File: src/rtl/fc_pkg.sv
`timescale 1ns/1ps
package fc_pkg;
    typedef enum logic [1:0] {
        FC_ACTIVE  = 2'd0,
        FC_PASSIVE = 2'd1,
        FC_BUSOFF  = 2'd2
    } fc_state_e;

    localparam int FLAG_N  = 4;
    localparam int FLG_ACT = 0;
    localparam int FLG_PAS = 1;
    localparam int FLG_BOF = 2;
    localparam int FLG_ACK = 3;
endpackage

File: src/rtl/fc_err_counters.sv
`timescale 1ns/1ps
module fc_err_counters #(
    parameter int CNT_W   = 9,
    parameter int TX_STEP = 8,
    parameter int RX_STEP = 1
) (
    input  logic             clk,
    input  logic             rst_n,
    input  logic             hold_i,
    input  logic             clr_i,
    input  logic             tx_err_i,
    input  logic             tx_ok_i,
    input  logic             rx_err_i,
    input  logic             rx_ok_i,
    output logic [CNT_W-1:0] tec_q,
    output logic [CNT_W-1:0] rec_q,
    output logic [CNT_W-1:0] tec_d,
    output logic [CNT_W-1:0] rec_d
);
    localparam logic [CNT_W:0] TINC = (CNT_W+1)'(TX_STEP);
    localparam logic [CNT_W:0] RINC = (CNT_W+1)'(RX_STEP);

    logic [CNT_W:0] tsum, rsum;

    always_comb begin
        tsum  = {1'b0, tec_q} + TINC;
        rsum  = {1'b0, rec_q} + RINC;
        tec_d = tec_q;
        rec_d = rec_q;
        if (clr_i) begin
            tec_d = '0;
            rec_d = '0;
        end else if (!hold_i) begin
            if (tx_err_i)
                tec_d = tsum[CNT_W] ? '1 : tsum[CNT_W-1:0];
            else if (tx_ok_i && tec_q != '0)
                tec_d = tec_q - 1'b1;
            if (rx_err_i)
                rec_d = rsum[CNT_W] ? '1 : rsum[CNT_W-1:0];
            else if (rx_ok_i && rec_q != '0)
                rec_d = rec_q - 1'b1;
        end
    end

    always_ff @(posedge clk or negedge rst_n) begin
        if (!rst_n) begin
            tec_q <= '0;
            rec_q <= '0;
        end else begin
            tec_q <= tec_d;
            rec_q <= rec_d;
        end
    end
endmodule

File: src/rtl/fc_busoff_recovery.sv
`timescale 1ns/1ps
module fc_busoff_recovery #(
    parameter int RUN_LEN   = 11,
    parameter int RUN_COUNT = 128
) (
    input  logic clk,
    input  logic rst_n,
    input  logic en_i,
    input  logic bit_tick_i,
    input  logic bus_bit_i,
    output logic done_o
);
    localparam int RW = $clog2(RUN_LEN + 1);
    localparam int OW = $clog2(RUN_COUNT + 1);
    localparam logic [RW-1:0] RUN_LAST = RW'(RUN_LEN - 1);
    localparam logic [OW-1:0] OCC_LAST = OW'(RUN_COUNT - 1);

    logic [RW-1:0] run_q;
    logic [OW-1:0] occ_q;
    logic          rec_tick, run_end;

    assign rec_tick = en_i && bit_tick_i && bus_bit_i;
    assign run_end  = rec_tick && (run_q == RUN_LAST);
    assign done_o   = run_end && (occ_q == OCC_LAST);

    always_ff @(posedge clk or negedge rst_n) begin
        if (!rst_n) begin
            run_q <= '0;
            occ_q <= '0;
        end else if (!en_i) begin
            run_q <= '0;
            occ_q <= '0;
        end else if (bit_tick_i) begin
            if (!bus_bit_i) begin
                run_q <= '0;
            end else if (run_end) begin
                run_q <= '0;
                occ_q <= occ_q + 1'b1;
            end else begin
                run_q <= run_q + 1'b1;
            end
        end
    end
endmodule

File: src/rtl/fc_suspend_timer.sv
`timescale 1ns/1ps
module fc_suspend_timer #(
    parameter int SUSPEND_BITS = 8
) (
    input  logic clk,
    input  logic rst_n,
    input  logic flush_i,
    input  logic load_i,
    input  logic bit_tick_i,
    input  logic bus_bit_i,
    output logic permit_o
);
    localparam int SW = $clog2(SUSPEND_BITS + 1);
    localparam logic [SW-1:0] START = SW'(SUSPEND_BITS);

    logic [SW-1:0] left_q;

    assign permit_o = (left_q == '0);

    always_ff @(posedge clk or negedge rst_n) begin
        if (!rst_n)
            left_q <= '0;
        else if (flush_i)
            left_q <= '0;
        else if (load_i)
            left_q <= START;
        else if (bit_tick_i && bus_bit_i && left_q != '0)
            left_q <= left_q - 1'b1;
    end
endmodule

File: src/rtl/can_fault_guard.sv
`timescale 1ns/1ps
module can_fault_guard #(
    parameter int CNT_W        = 9,
    parameter int PASSIVE_LIM  = 127,
    parameter int BUSOFF_LIM   = 255,
    parameter int TX_STEP      = 8,
    parameter int RX_STEP      = 1,
    parameter int RUN_LEN      = 11,
    parameter int RUN_COUNT    = 128,
    parameter int SUSPEND_BITS = 8
) (
    input  logic                 clk,
    input  logic                 rst_n,
    input  logic                 tx_err_i,
    input  logic                 rx_err_i,
    input  logic                 tx_ok_i,
    input  logic                 rx_ok_i,
    input  logic                 bit_tick_i,
    input  logic                 bus_bit_i,
    input  logic                 ack_slot_i,
    input  logic                 tx_bit_i,
    input  logic                 stat_clr_i,
    input  logic [3:0]           irq_mask_i,
    output logic [1:0]           state_o,
    output logic [2*CNT_W-1:0]   err_cnt_o,
    output logic [3:0]           status_o,
    output logic                 irq_o,
    output logic                 err_req_o,
    output logic                 err_passive_o,
    output logic                 tx_permit_o,
    output logic                 tx_bit_o
);
    import fc_pkg::*;

    localparam logic [CNT_W-1:0] PAS_LIM = CNT_W'(PASSIVE_LIM);
    localparam logic [CNT_W-1:0] BOF_LIM = CNT_W'(BUSOFF_LIM);

    fc_state_e             state_q, state_d;
    logic [CNT_W-1:0]      tec_q, rec_q, tec_d, rec_d;
    logic [FLAG_N-1:0]     flags_q, flag_set;
    logic                  busoff, ack_err, tx_err_ev, recover, permit, req_q;

    assign busoff    = (state_q == FC_BUSOFF);
    assign ack_err   = ack_slot_i && bit_tick_i && bus_bit_i && !busoff;
    assign tx_err_ev = tx_err_i || ack_err;

    fc_err_counters #(
        .CNT_W(CNT_W), .TX_STEP(TX_STEP), .RX_STEP(RX_STEP)
    ) u_cnt (
        .clk(clk), .rst_n(rst_n), .hold_i(busoff), .clr_i(recover),
        .tx_err_i(tx_err_ev), .tx_ok_i(tx_ok_i),
        .rx_err_i(rx_err_i), .rx_ok_i(rx_ok_i),
        .tec_q(tec_q), .rec_q(rec_q), .tec_d(tec_d), .rec_d(rec_d)
    );

    fc_busoff_recovery #(
        .RUN_LEN(RUN_LEN), .RUN_COUNT(RUN_COUNT)
    ) u_rcv (
        .clk(clk), .rst_n(rst_n), .en_i(busoff),
        .bit_tick_i(bit_tick_i), .bus_bit_i(bus_bit_i), .done_o(recover)
    );

    fc_suspend_timer #(
        .SUSPEND_BITS(SUSPEND_BITS)
    ) u_sus (
        .clk(clk), .rst_n(rst_n), .flush_i(busoff),
        .load_i((state_q == FC_PASSIVE) && (tx_ok_i || tx_err_ev)),
        .bit_tick_i(bit_tick_i), .bus_bit_i(bus_bit_i), .permit_o(permit)
    );

    // next state from the counter values being written on this edge
    always_comb begin
        state_d = state_q;
        unique case (state_q)
            FC_ACTIVE: begin
                if (tec_d > BOF_LIM)                         state_d = FC_BUSOFF;
                else if (tec_d > PAS_LIM || rec_d > PAS_LIM) state_d = FC_PASSIVE;
            end
            FC_PASSIVE: begin
                if (tec_d > BOF_LIM)                           state_d = FC_BUSOFF;
                else if (tec_d <= PAS_LIM && rec_d <= PAS_LIM) state_d = FC_ACTIVE;
            end
            FC_BUSOFF: begin
                if (recover) state_d = FC_ACTIVE;
            end
            default: state_d = FC_ACTIVE;
        endcase
    end

    always_comb begin
        flag_set          = '0;
        flag_set[FLG_ACT] = (state_d == FC_ACTIVE)  && (state_q != FC_ACTIVE);
        flag_set[FLG_PAS] = (state_d == FC_PASSIVE) && (state_q != FC_PASSIVE);
        flag_set[FLG_BOF] = (state_d == FC_BUSOFF)  && (state_q != FC_BUSOFF);
        flag_set[FLG_ACK] = ack_err;
    end

    always_ff @(posedge clk or negedge rst_n) begin
        if (!rst_n) begin
            state_q <= FC_ACTIVE;
            flags_q <= '0;
            req_q   <= 1'b0;
        end else begin
            state_q <= state_d;
            flags_q <= (stat_clr_i ? '0 : flags_q) | flag_set;
            req_q   <= (tx_err_i || rx_err_i || ack_err) && !busoff;
        end
    end

    always_comb begin
        state_o       = state_q;
        err_cnt_o     = {rec_q, tec_q};
        status_o      = flags_q;
        irq_o         = |(flags_q & irq_mask_i);
        err_req_o     = req_q && !busoff;
        err_passive_o = (state_q == FC_PASSIVE);
        tx_permit_o   = permit && !busoff;
        tx_bit_o      = busoff ? 1'b1 : tx_bit_i;
    end
endmodule

File: config.mk
export PLATFORM = sky130hd
export DESIGN_NAME = can_fault_guard
export DESIGN_NICKNAME = d
export VERILOG_FILES = /design/src/rtl/fc_pkg.sv /design/src/rtl/fc_err_counters.sv /design/src/rtl/fc_busoff_recovery.sv /design/src/rtl/fc_suspend_timer.sv /design/src/rtl/can_fault_guard.sv
export SDC_FILE = /design/constraint.sdc
export NUM_CORES = 1
export LEC_CHECK = 0
export BUFFER_PORTS_ARGS = -buffer_cell sky130_fd_sc_hd__buf_2
export CAP_MARGIN = 25
export CELL_PAD_IN_SITES_DETAIL_PLACEMENT = 1
export CELL_PAD_IN_SITES_GLOBAL_PLACEMENT = 2
export CORE_ASPECT_RATIO = 1.75
export CORE_UTILIZATION = 35
export DETAILED_ROUTE_END_ITERATION = 6
export PLACE_DENSITY_LB_ADDON = 0.1
export RECOVER_POWER = 50
export SKIP_LAST_GASP = 1
export SYNTH_ARGS = -nofsm -noshare
export SYNTH_HDL_FRONTEND = slang
export SYNTH_HIERARCHICAL = 1
export SYNTH_SLANG_ARGS = --single-unit
File: constraint.sdc
create_clock -name clk -period 3.7 [get_ports clk]
set_clock_uncertainty 0.05 [all_clocks]
set_input_delay 0.185 -clock clk [delete_from_list [all_inputs] [get_ports clk]]
set_output_delay 0.185 -clock clk [all_outputs]
set_load 0.02 [all_outputs]
Word-level counts from Yosys, hierarchy flattened
Cells that the tools add are included.

Bits in registers: 41. Input port bits: 15. Output and inout bits: 29. Logic and storage cells: 97.

Add/sub/neg operators: 7. $lt $le $gt $ge: 5. Equal/unequal tests: 11. Mux-type cells: 29. Bitwise gates (word level): 2. Reduce and logical (&&, ||, !) cells: 35.

Operators by type and width (count): $mux 9 (10); $mux 4 (8); $mux 8 (4); $logic_and 1x1->1 (19); $gt 9x7->1 const B (2); $le 9x7->1 const B (2); $reduce_bool 9->1 (2); $sub 9x1->9 const B (2); $add 9x1->10 const B (1); $add 9x4->10 const B (1); $mux 2 (5); $gt 9x8->1 const B (1); $add 8x1->8 const B (1); $eq 8x7->1 const B (1); $ne 2x2->1 const B (3); $pmux 2 s3 (1); $logic_or 1x1->1 (5); $add 4x1->4 const B (1); $and 4x4->4 (1); $eq 2x1->1 const B (2); $eq 2x2->1 const B (2); $eq 4x4->1 const B (1); $logic_not 2->1 (2); $logic_not 4->1 (1); 10 further kinds (11).

Logic depth before layout (Yosys ltp)
Gate-level depths: netlist of the first run.

Depth after elaboration: 15. Mapped depth: 11. Gate-level depth less buffers: 10.

By module
Netlist of the first run, hierarchy kept.

By module, submodules not included: fc_err_counters (instances 1, cells an instance 187, area each 1566.5 µm², seq. area each 450.4 µm²); fc_busoff_recovery (instances 1, cells an instance 78, area each 734.5 µm², seq. area each 300.3 µm²); can_fault_guard (instances 1, cells an instance 36, area each 357.8 µm², seq. area each 175.2 µm²); fc_suspend_timer (instances 1, cells an instance 27, area each 247.7 µm², seq. area each 100.1 µm²).

Worst setup path after synthesis of the first run
OpenSTA, ideal clock, no wires.

Path type: flip-flop to flip-flop. From: register state_q[1], in the netlist state_o[1]. To: register flags_q[0], in the netlist status_o[0]. Setup time: 0.067 ns. Arrival time: 2.567 ns. Required time: 3.583 ns. Path slack: 1.015 ns. Stages on the path, launching flop included: 11. Path buffers: 3. Period minus slack after synthesis: 2.685 ns. Cells stage by stage: dfrtp_1 > nor2b_1 > buf_6 > nand3_1 > or3_1 > nor3_2 > buf_1 > clkbuf_1 > a211oi_1 > nor3_1 > a311o_1.

Elaborated cells between the ends (all ways): 32. Those cells by class: order compare: 5; eq/ne: 2; mux: 11; bitwise: 1; reduce/logical: 13.

RTL lines: from (decl) (RTL line can_fault_guard.sv:38) `fc_state_e state_q, state_d;`; from (signal assigned) (RTL line can_fault_guard.sv:104) `state_q <= state_d;`; $eq 2x2->1 * (RTL line can_fault_guard.sv:43) `assign busoff = (state_q == FC_BUSOFF);`; named net busoff (RTL line can_fault_guard.sv:41) `logic busoff, ack_err, tx_err_ev, recover, permit, req_q;`; $logic_and 1x1->1 * (2 in a row) (RTL line fc_busoff_recovery.sv:22) `assign rec_tick = en_i && bit_tick_i && bus_bit_i;`; $logic_and 1x1->1 * (RTL line fc_busoff_recovery.sv:23) `assign run_end = rec_tick && (run_q == RUN_LAST);`; $logic_and 1x1->1 * (RTL line fc_busoff_recovery.sv:24) `assign done_o = run_end && (occ_q == OCC_LAST);`; named net recover (RTL line can_fault_guard.sv:41); $mux 9 * (RTL line fc_err_counters.sv:30) `if (clr_i) begin`; named net rec_d[8] (RTL line can_fault_guard.sv:39) `logic [CNT_W-1:0] tec_q, rec_q, tec_d, rec_d;`; $le 9x7->1 / $gt 9x7->1 (equally long branches) (RTL line can_fault_guard.sv:81, can_fault_guard.sv:77); $logic_and 1x1->1 / $logic_or 1x1->1 (equally long branches) (RTL line can_fault_guard.sv:81, can_fault_guard.sv:77); $mux 2, on equally long branches (RTL line can_fault_guard.sv:81, can_fault_guard.sv:77); $mux 2, on equally long branches (RTL line can_fault_guard.sv:80, can_fault_guard.sv:76); $pmux 2 s3 * (RTL line can_fault_guard.sv:74) `unique case (state_q)`; $logic_not 2->1 * (RTL line can_fault_guard.sv:92) `flag_set[FLG_ACT] = (state_d == FC_ACTIVE) && (state_q != FC_ACTIVE);`; $logic_and 1x1->1 * (RTL line can_fault_guard.sv:92); $or 4x4->4 * (RTL line can_fault_guard.sv:105) `flags_q <= (stat_clr_i ? '0 : flags_q) | flag_set;`; to (signal assigned) (RTL line can_fault_guard.sv:105); to (decl) (RTL line can_fault_guard.sv:40) `logic [FLAG_N-1:0] flags_q, flag_set;`.

The timed path passes the listed nets; every way through them passes the cells marked *. A chain may end at the register's enable or synchronous reset.

Final worst setup path of the first run
From: register state_q[1], in the netlist state_o[1]. To: register flags_q[0], in the netlist status_o[0].

Longest elaborated chain between the ends: 15. Elaborated cells between the ends (all ways): 32. Those cells by class: order compare: 5; eq/ne: 2; mux: 11; bitwise: 1; reduce/logical: 13.

RTL lines: $eq 2x2->1 * (RTL line can_fault_guard.sv:43); $logic_not 1->1 *; $logic_and 1x1->1 * (RTL line can_fault_guard.sv:44) `assign ack_err = ack_slot_i && bit_tick_i && bus_bit_i && !busoff;`; $logic_or 1x1->1 * (RTL line can_fault_guard.sv:45) `assign tx_err_ev = tx_err_i || ack_err;`; named net tx_err_ev (RTL line can_fault_guard.sv:41); $mux 9 * (RTL line fc_err_counters.sv:34) `if (tx_err_i)`; $mux 9 * (RTL line fc_err_counters.sv:33) `end else if (!hold_i) begin`; $mux 9 * (RTL line fc_err_counters.sv:30); named net tec_d[8] (RTL line can_fault_guard.sv:39); $le 9x7->1 / $gt 9x7->1 (equally long branches) (RTL line can_fault_guard.sv:81, can_fault_guard.sv:77); $logic_and 1x1->1 / $logic_or 1x1->1 (equally long branches) (RTL line can_fault_guard.sv:81, can_fault_guard.sv:77); $mux 2, on equally long branches (RTL line can_fault_guard.sv:81, can_fault_guard.sv:77); $mux 2, on equally long branches (RTL line can_fault_guard.sv:80, can_fault_guard.sv:76); $pmux 2 s3 * (RTL line can_fault_guard.sv:74); $logic_not 2->1 * (RTL line can_fault_guard.sv:92); $logic_and 1x1->1 * (RTL line can_fault_guard.sv:92); $or 4x4->4 * (RTL line can_fault_guard.sv:105).

Marked as above.

==> impl_metrics.json, run 1 <==
{
  "status": "completed",
  "top_layer": "met4",
  "ys_types": 71,
  "gp_congestion": 0.800,
  "clock_latency_ns": 0.29,
  "clock.fmax_mhz": 356,
  "hold_class": "in2reg",
  "relSlewSlack_pct": 2.07,
  "period_needed_ns": 2.81,
  "grt_pass1_vias": 2891,
  "grt_pass1_wl_um": 15400,
  "core-area_sq_mm": 0.00796,
  "cts.clk_slew.worst_paths_ns": 0.06,
  "timing.hold.ws_ns": 0.0884,
  "drc": 0,
  "hold_viol_final": 0,
  "crit_path_max_fanout": 9,
  "seq_area_frac_synth_pct": 35.3,
  "peakVddDrop_mv": 0.312,
  "h-tree-depth": 2,
  "num_rows": 43,
  "synthCells": 328,
  "die_area_sq_mm": 0.00869,
  "layout_commonest_cell": "dfrtp_1",
  "die_h_um": 123,
  "ant_nets": 0,
  "syn_area_sq_mm": 0.00291,
  "crit_arrival_ns": 2.93,
  "ys_async_sr_fraction_pct": 100,
  "rsz0062_at_grt": "false",
  "gr-total-overflow": 0,
  "placed_area_sq_mm": 0.00320,
  "syn_nets": 354,
  "die_x_um": 70.9,
  "cts_made_buffers": 5,
  "criticalPathCategory": "reg2reg",
  "drive_gt1_share_pct": 15.8,
  "met1Wirelength_um": 3350,
  "ys_warn_count": 6,
  "slew_violations": 0,
  "startpoint_type": "register",
  "cp.required_ns": 3.82,
  "cp-end-kind": "register",
  "io_pins": 44,
  "via_per_inst": 6.10,
  "synth_edf_count": 0,
  "fin_crit_sh_pct": 75.9,
  "grt_usage_pct": 23.1,
  "ys_ff_latch": 41,
  "start_util_pct": 36.5,
  "wl_per_cell_um": 20.2,
  "ys.flop_type": "dfrtp_1",
  "first_pass_iters": 6,
  "root_buffer": "clkbuf_16",
  "worstMarginPinSlew_ns": 1.47,
  "cts.sinks": 41,
  "antenna_cells": 0,
  "final_cell_mix": "dfrtp_1 (41), buf_2 (28), inv_1 (22)",
  "dr.first_iter.drc_count": 96,
  "setup_viol": 0,
  "cts.repair.resized": 0,
  "max-cap-violations": 0,
  "finalPower_mw": 2.88,
  "clockBufferDepth": 2,
  "wl_met2_um": 5380,
  "cts_tree": "done",
  "p_leak_nw": 1.41,
  "hpwl_um": 6960,
  "synth.avg_cell_area_sq_um": 8.86,
  "grt_max_degree": 42,
  "final_area_sq_mm": 0.00337,
  "p_per_area_mw_per_mm2": 854,
  "wl_met3_um": 171,
  "area_delta_synth_final_pct": 16.0,
  "io_buffers": 43,
  "vias": 2796,
  "finalSetupTns_ns": 0,
  "antenna_found_initial": 0,
  "layout.nets": 393,
  "wirelength_um": 9230
}
## layout make-up
type	instances	area (sq um)
Clock inverter	2	37.5
Fill cell	955	4590
Timing Repair Buffer	51	255
Inverter	23	86.3
Sequential cell	41	1030
Clock buffer	6	139
Multi-Input combinational cell	245	1720
Tap cell	90	113
## metrics by stage
stage | util [%] | setup WS, ns | cells
2_1_floorplan | - | 1.02 | 328
3_3_place_gp | 40.2 | 1.00 | 448
5_1_grt | 42.3 | 0.624 | 458
3_5_place_dp | 40.2 | 0.908 | 448
4_1_cts | 42.4 | 0.900 | 456
6_report | 42.3 | 0.893 | 458
## cells by family (layout without fill, tap and decap cells)
family | count (synthesis) | after routing | share of synthesized area, %
AO/OA/AOI/OAI | 92 | 92 | 22.9
AND/OR/NAND/NOR | 130 | 130 | 27.2
adder cells (fa/ha/maj) | 11 | 11 | 4.74
XOR/XNOR | 1 | 1 | 0.301
multiplexers | 11 | 11 | 3.83
buffers and inverters | 42 | 82 | 5.77
flip-flops | 41 | 41 | 35.3
## state kept, by name (all words and copies together) (netlist names)
register / count
u_cnt/rec_q: 9
u_cnt/tec_q: 9
u_rcv/occ_q: 8
status_o: 4
u_rcv/run_q: 4
u_sus/left_q: 4
state_o: 2
req_q: 1
## cell usage after synthesis, types with 3 or more instances
library cell	n	area, sq um
nand4_1	6	37.5
nor3_1	14	70.1
nand2b_1	8	50.1
o41ai_1	7	61.3
a211oi_1	9	67.6
a31oi_1	10	62.6
and3_1	8	50.1
inv_1	22	82.6
nand2_1	21	78.8
o21a_1	6	45.0
nor2b_1	11	68.8
nand3_1	14	70.1
a21oi_1	17	85.1
or3_1	4	25.0
ha_1	11	138
o311a_1	3	30.0
nor4_1	7	43.8
mux2i_1	10	100
clkbuf_1	15	56.3
o21ai_0	10	50.1
dfrtp_1	41	1030
nor2_1	9	33.8
## metal layers
| layer | GRT usage [%] | vias to the layer above |
|---|---|---|
| li1 | - | 1312 |
| met4 | 11.9 | 0 |
| met5 | 0 | - |
| met2 | 46.2 | 49 |
| met1 | 22.5 | 1414 |
| met3 | 2.63 | 21 |
## what timing repair did
item / 4_1_cts / 5_1_grt
buffers inserted: 0 / 0
endpoints found under the hold margin: 0 / 15
hold buffers: 0 / 1
## critical path: stages (launching register included)
cell and delay, ns:
dfrtp_1 0.46, nor2b_2 0.24, o21bai_1 0.51, nor2_1 0.21
nand2_1 0.11, nor3_1 0.05, nor4_1 0.56, inv_1 0.18
a311o_1 0.31
## final timing paths
check | cells after the start | slack [ns] | to | start
max reg2reg | 8 | 0.89 | status_o[0] | state_o[1]
max | 8 | 0.89 | status_o[0] | state_o[1]
min in group asynchronous | 2 | 0.53 | u_cnt/rec_q[5] | rst_n
min | 2 | 0.09 | status_o[2] | stat_clr_i
min reg2reg | 1 | 0.50 | u_rcv/occ_q[2] | u_rcv/occ_q[2]
max in group asynchronous | 3 | 1.20 | state_o[0] | rst_n
## where the power goes
group          internal, mW  leakage, nW  switching (mW)
clock network         0.337       0.0831           0.193
registers             0.603        0.515           0.300
logic                 0.547        0.813           0.900
No activity file was read; power rests on OpenSTA's default activity.
==> run 2: changes to the inputs <==
==> constraint.sdc (replaced) <==
create_clock -name clk -period 2.6 [get_ports clk]
set_clock_uncertainty 0.05 [all_clocks]
set_input_delay 0.13 -clock clk [delete_from_list [all_inputs] [get_ports clk]]
set_output_delay 0.13 -clock clk [all_outputs]
set_load 0.02 [all_outputs]
==> run 2 against run 1 <==
Compared with the run above: the flow now finishes with violations (DRC); clock power grew 42%; non-clock buffer count grew 30; final cell count grew 6.6%; register-to-register slack worse by 0.77 ns; design area up 7.4%; routed wire length is 1.1% higher; first-iteration DRC count increased by 20%; maximum frequency is 13% higher; combinational power is 81% higher; utilization grew 3.1 points; via count is 4.3% higher; global-route usage fell by 0.094 points; largest power group unchanged.
==> impl_metrics.json, run 2 (synthesis results as in run 1) <==
{
  "gp_congestion": 0.798,
  "nFillCells": 991,
  "antenna_found_initial": 0,
  "grt_usage_pct": 23.0,
  "slew_violations": 0,
  "timing.rr.end": "status_o[1]",
  "clock.fmax_mhz": 404,
  "rsz0062_at_grt": "false",
  "gr-total-overflow": 0,
  "cp-startpoint": "u_cnt/rec_q[1]",
  "cp-end-kind": "register",
  "cts_made_buffers": 5,
  "violations": "DRC",
  "root_buffer": "clkbuf_16",
  "area_delta_synth_final_pct": 24.6,
  "criticalPathCategory": "reg2reg",
  "dr.first_iter.drc_count": 115,
  "fin_crit_sh_pct": 95.2,
  "setup_viol": 0,
  "p_leak_nw": 1.57,
  "die_area_sq_mm": 0.00869,
  "hpwl_um": 7120,
  "h-tree-depth": 2,
  "die_h_um": 123,
  "crit_path_max_fanout": 4,
  "min_path_cells": 2,
  "cts.sinks": 41,
  "io_pins": 44,
  "layout_commonest_cell": "dfrtp_1",
  "max_stage_delay_ns": 0.51,
  "ant_nets": 0,
  "wirelength_um": 9330,
  "max-cap-violations": 0,
  "crit_path_top_delay_cell": "or3b_2",
  "hold_class": "in2reg",
  "worstMarginPinSlew_ns": 1.08,
  "clockBufferDepth": 2,
  "die_x_um": 70.9,
  "num_rows": 43,
  "cts_tree": "done",
  "layout.nets": 423,
  "crit_chain": "or3b_2 -> nor4_1 -> mux2_2 -> o311a_1 -> nor3_1 -> buf_4 -> o41ai_1",
  "crit_arrival_ns": 2.60,
  "core-area_sq_mm": 0.00796,
  "finalSetupTns_ns": 0,
  "r2r_cells": 7,
  "holdPathEnd": "status_o[2]",
  "vias": 2916,
  "start_util_pct": 36.5,
  "grt_max_degree": 26,
  "cts.clk_slew.worst_paths_ns": 0.06,
  "placed_area_sq_mm": 0.00345,
  "antenna_cells": 0,
  "grt_pass1_wl_um": 15500,
  "drc": 6,
  "cts_setup_buffers": 0,
  "final_cell_mix": "dfrtp_1 (41), buf_4 (35), buf_2 (30)",
  "relSlewSlack_pct": 27.8,
  "rrSetupSlack_ns": 0.12,
  "grt_pass1_vias": 3094,
  "io_buffers": 43,
  "worstReg2RegStart": "u_cnt/rec_q[1]",
  "wl_per_cell_um": 19.1,
  "clock_latency_ns": 0.29,
  "p_per_area_mw_per_mm2": 1220,
  "via_per_inst": 5.98,
  "final_area_sq_mm": 0.00362,
  "period_needed_ns": 2.48,
  "utilization_pct": 45.5,
  "dp_cells": 479,
  "startpoint_type": "register",
  "first_pass_iters": 6,
  "peakVddDrop_mv": 0.499,
  "instances_no_fill": 488,
  "hold_start": "stat_clr_i",
  "cp.required_ns": 2.73,
  "hold_viol_final": 0,
  "reg_top3": "u_cnt/rec_q (9), u_cnt/tec_q (9), u_rcv/occ_q (8)",
  "drive_gt1_share_pct": 22.6,
  "status": "finished, violations left"
}
[run 2: layout make-up]
cell class / count / area [sq um] / area share, %
repair buffers: 81 / 480 / 13.3
multi-input cells: 245 / 1740 / 48.1
clock inverters: 1 / 30.0 / 0.829
clock buffers: 7 / 143 / 3.94
inverters: 23 / 86.3 / 2.38
flip-flops and latches: 41 / 1030 / 28.3
well taps: 90 / 113 / 3.11
[run 2: how the worst max path moves through the flow]
stage / endpoint / slack (ns)
6_report: status_o[1] / 0.12
5_1_grt: status_o[1] / 0.006
4_1_cts: status_o[1] / 0.04
3_5_place_dp: status_o[0] / 0.05
3_3_place_gp: status_o[0] / 0.12
2_1_floorplan: status_o[0] / 0.07
[run 2: where the power goes]
group | internal, mW | switching, mW | total [mW] | leakage [nW]
logic | 1.02 | 1.60 | 2.63 | 0.967
registers | 0.862 | 0.185 | 1.05 | 0.515
clock network | 0.480 | 0.269 | 0.750 | 0.0841
total | 2.36 | 2.06 | 4.42 | 1.57
[run 2: critical path, delay by kind of cell (launching register included)]
family / cells / cell delay, ns
AOI/OAI and AO/OA: 2 / 0.36
buffers and inverters: 1 / 0.17
DFF: 1 / 0.41
muxes: 1 / 0.38
and+or+nand+nor: 3 / 1.01
[run 2: per-layer routing]
metal	vias to the layer above	routed length, um	part of all wire (%)	global-route usage [%]
met1	1453	3600	39	23.8
met3	23	229	2.5	2.71
met5	-	0	0	0
met2	60	5150	55	44.7
met4	0	357	3.8	11.3
li1	1380	-	-	-
[run 2: what timing repair did]
item	in CTS	in global routing
hold endpoints to repair	16	0
hold buffers	1	0
gates resized for setup	0	4
setup endpoints to repair	0	3
[run 2: stage by stage]
stage,hold slack [ns],worst slack [ns],power (mW)
3_5_place_dp,0.0582,0.0549,3.69
2_1_floorplan,-0.216,0.0702,2.69
5_1_grt,0.0115,0.00624,4.74
6_report,0.00799,0.124,4.42
3_3_place_gp,0.309,0.124,3.65
4_1_cts,0.000301,0.0404,4.48
==> run 3: changes to the inputs <==
--- a/config.mk
+++ b/config.mk
@@ -10,7 +10,9 @@
 export CELL_PAD_IN_SITES_DETAIL_PLACEMENT = 1
 export CELL_PAD_IN_SITES_GLOBAL_PLACEMENT = 2
 export CORE_ASPECT_RATIO = 1.75
-export CORE_UTILIZATION = 35
+export CORE_MARGIN = 5
+export CORE_UTILIZATION = 36
+export CTS_BUF_LIST = sky130_fd_sc_hd__clkbuf_8
 export DETAILED_ROUTE_END_ITERATION = 6
 export PLACE_DENSITY_LB_ADDON = 0.1
 export RECOVER_POWER = 50
==> run 3 against run 2 <==
Compared with the run above: the flow now finishes without violations; global-route usage decreased by 4.0 points; via count decreased by 2.0%; register-to-register slack improved by 0.09 ns; critical path depth unchanged; largest power group unchanged.
==> impl_metrics.json, run 3 (synthesis results as in run 1) <==
{
  "status": "completed",
  "crit_path_max_fanout": 3,
  "slew_violations": 0,
  "gp_congestion": 0.834,
  "place_ws_ns": 0.0393,
  "die_x_um": 77.9,
  "root_buffer": "clkbuf_8",
  "timing.hold.ws_ns": 0.108,
  "clockBufferDepth": 2,
  "worstMarginPinSlew_ns": 0.999,
  "io_pins": 44,
  "cp-end-kind": "register",
  "die_h_um": 129,
  "crit_path_top_delay_cell": "or3b_2",
  "rrSetupSlack_ns": 0.22,
  "via_per_inst": 5.88,
  "period_needed_ns": 2.38,
  "antenna_cells": 0,
  "vias": 2858,
  "rsz0062_at_grt": "false",
  "worstReg2RegStart": "u_cnt/rec_q[1]",
  "path_depth": 7,
  "setup_ws_ns": 0.219,
  "grt_pass1_wl_um": 15500,
  "finalSetupTns_ns": 0,
  "wirelength_um": 9360,
  "hold_class": "in2reg",
  "cts.clk_slew.worst_paths_ns": 0.09,
  "grt_pass1_vias": 3104,
  "cts_tree": "done",
  "clock_latency_ns": 0.30,
  "area_delta_synth_final_pct": 22.3,
  "p_per_area_mw_per_mm2": 1160,
  "max_stage_delay_ns": 0.51,
  "cts.sinks": 41,
  "max-cap-violations": 0,
  "cp-startpoint": "u_cnt/rec_q[1]",
  "reg_top3": "u_cnt/rec_q (9), u_cnt/tec_q (9), u_rcv/occ_q (8)",
  "dr.first_iter.drc_count": 136,
  "hold_viol_final": 0,
  "regArea_sq_mm": 0.00103,
  "gr-total-overflow": 0,
  "h-tree-depth": 2,
  "start_util_pct": 36.8,
  "setup_viol": 0,
  "timing.rr.end": "status_o[1]",
  "startpoint_type": "register",
  "multiInputGateArea_sq_mm": 0.00176,
  "crit_chain": "or3b_2 -> nor4_1 -> mux2_2 -> o311a_1 -> nor3_2 -> buf_4 -> o41ai_1",
  "crit_buf_inv": 1,
  "die_area_sq_mm": 0.0100,
  "p_leak_nw": 1.52,
  "criticalPathCategory": "reg2reg",
  "grt_usage_pct": 19.0,
  "wl_per_cell_um": 19.3,
  "hpwl_um": 6820,
  "fin_crit_sh_pct": 91.6,
  "instances_no_fill": 486,
  "dp_cells": 475,
  "crit_path_end": "status_o[1]",
  "nFillCells": 948,
  "relSlewSlack_pct": 33.4,
  "grt_max_degree": 42,
  "ant_nets": 0,
  "cts_made_buffers": 5,
  "final_cell_mix": "dfrtp_1 (41), buf_4 (32), buf_2 (30)",
  "first_pass_iters": 4,
  "antenna_found_initial": 0,
  "r2r_cells": 7,
  "drive_gt1_share_pct": 23.0,
  "core-area_sq_mm": 0.00791,
  "num_rows": 43,
  "drc": 0,
  "cp.required_ns": 2.75,
  "peakVddDrop_mv": 0.412,
  "crit_arrival_ns": 2.53,
  "clock.fmax_mhz": 420,
  "cts_setup_buffers": 0,
  "layout_commonest_cell": "dfrtp_1",
  "layout.nets": 421,
  "io_buffers": 43,
  "crit_family": "simple AND/OR/NAND/NOR gates"
}
-- run 3: layout make-up --
| class | instances | area share [%] |
|---|---|---|
| Timing Repair Buffer | 79 | 13.6 |
| Tap cell | 90 | 3.17 |
| Inverter | 23 | 2.43 |
| Multi-Input combinational cell | 245 | 49.5 |
| Clock buffer | 5 | 1.94 |
| Clock inverter | 3 | 0.528 |
| Sequential cell | 41 | 28.9 |
-- run 3: stage by stage --
stage          utilization (%)  instance area, sq um  power [mW]
2_1_floorplan                -                  2910        2.69
3_3_place_gp              43.2                  3420        3.64
3_5_place_dp              43.2                  3420        3.68
4_1_cts                   44.5                  3520        4.15
5_1_grt                   45.0                  3560        4.47
6_report                  45.0                  3560        4.14
-- run 3: timing repair --
item | CTS | global route
hold endpoints to repair | 42 | 0
gates resized for setup | 0 | 7
hold buffers | 2 | 0
endpoints found under the setup margin | 0 | 3
-- run 3: worst min path at each step --
stage	from	to	slack, ns	cells after the start
after floorplan	rst_n	req_q	-0.22	0
after global placement	rst_n	u_cnt/rec_q[4]	0.30	1
after detailed placement	rst_n	u_cnt/rec_q[4]	0.32	1
after CTS	tx_err_i	req_q	0.10	3
after global routing	tx_err_i	req_q	0.11	3
final	tx_err_i	req_q	0.11	3
-- run 3: power by group --
part | internal [mW] | switching [mW]
clock network | 0.186 | 0.257
logic | 1.04 | 1.59
registers | 0.860 | 0.205
-- run 3: worst min-delay path: cells and delay by family --
kind | cells | cell delay [ns]
buffers and inverters | 1 | 0.10
AOI/OAI and AO/OA | 1 | 0.14
and+or+nand+nor | 1 | 0.05
-- run 3: routing by layer --
metal	global-route usage (%)	vias to the layer above	share of wire, %
li1	-	1373	-
met1	21.6	1443	41
met2	36.2	33	55
met3	2.59	9	2.4
met4	5.37	0	1.5
met5	0	-	0
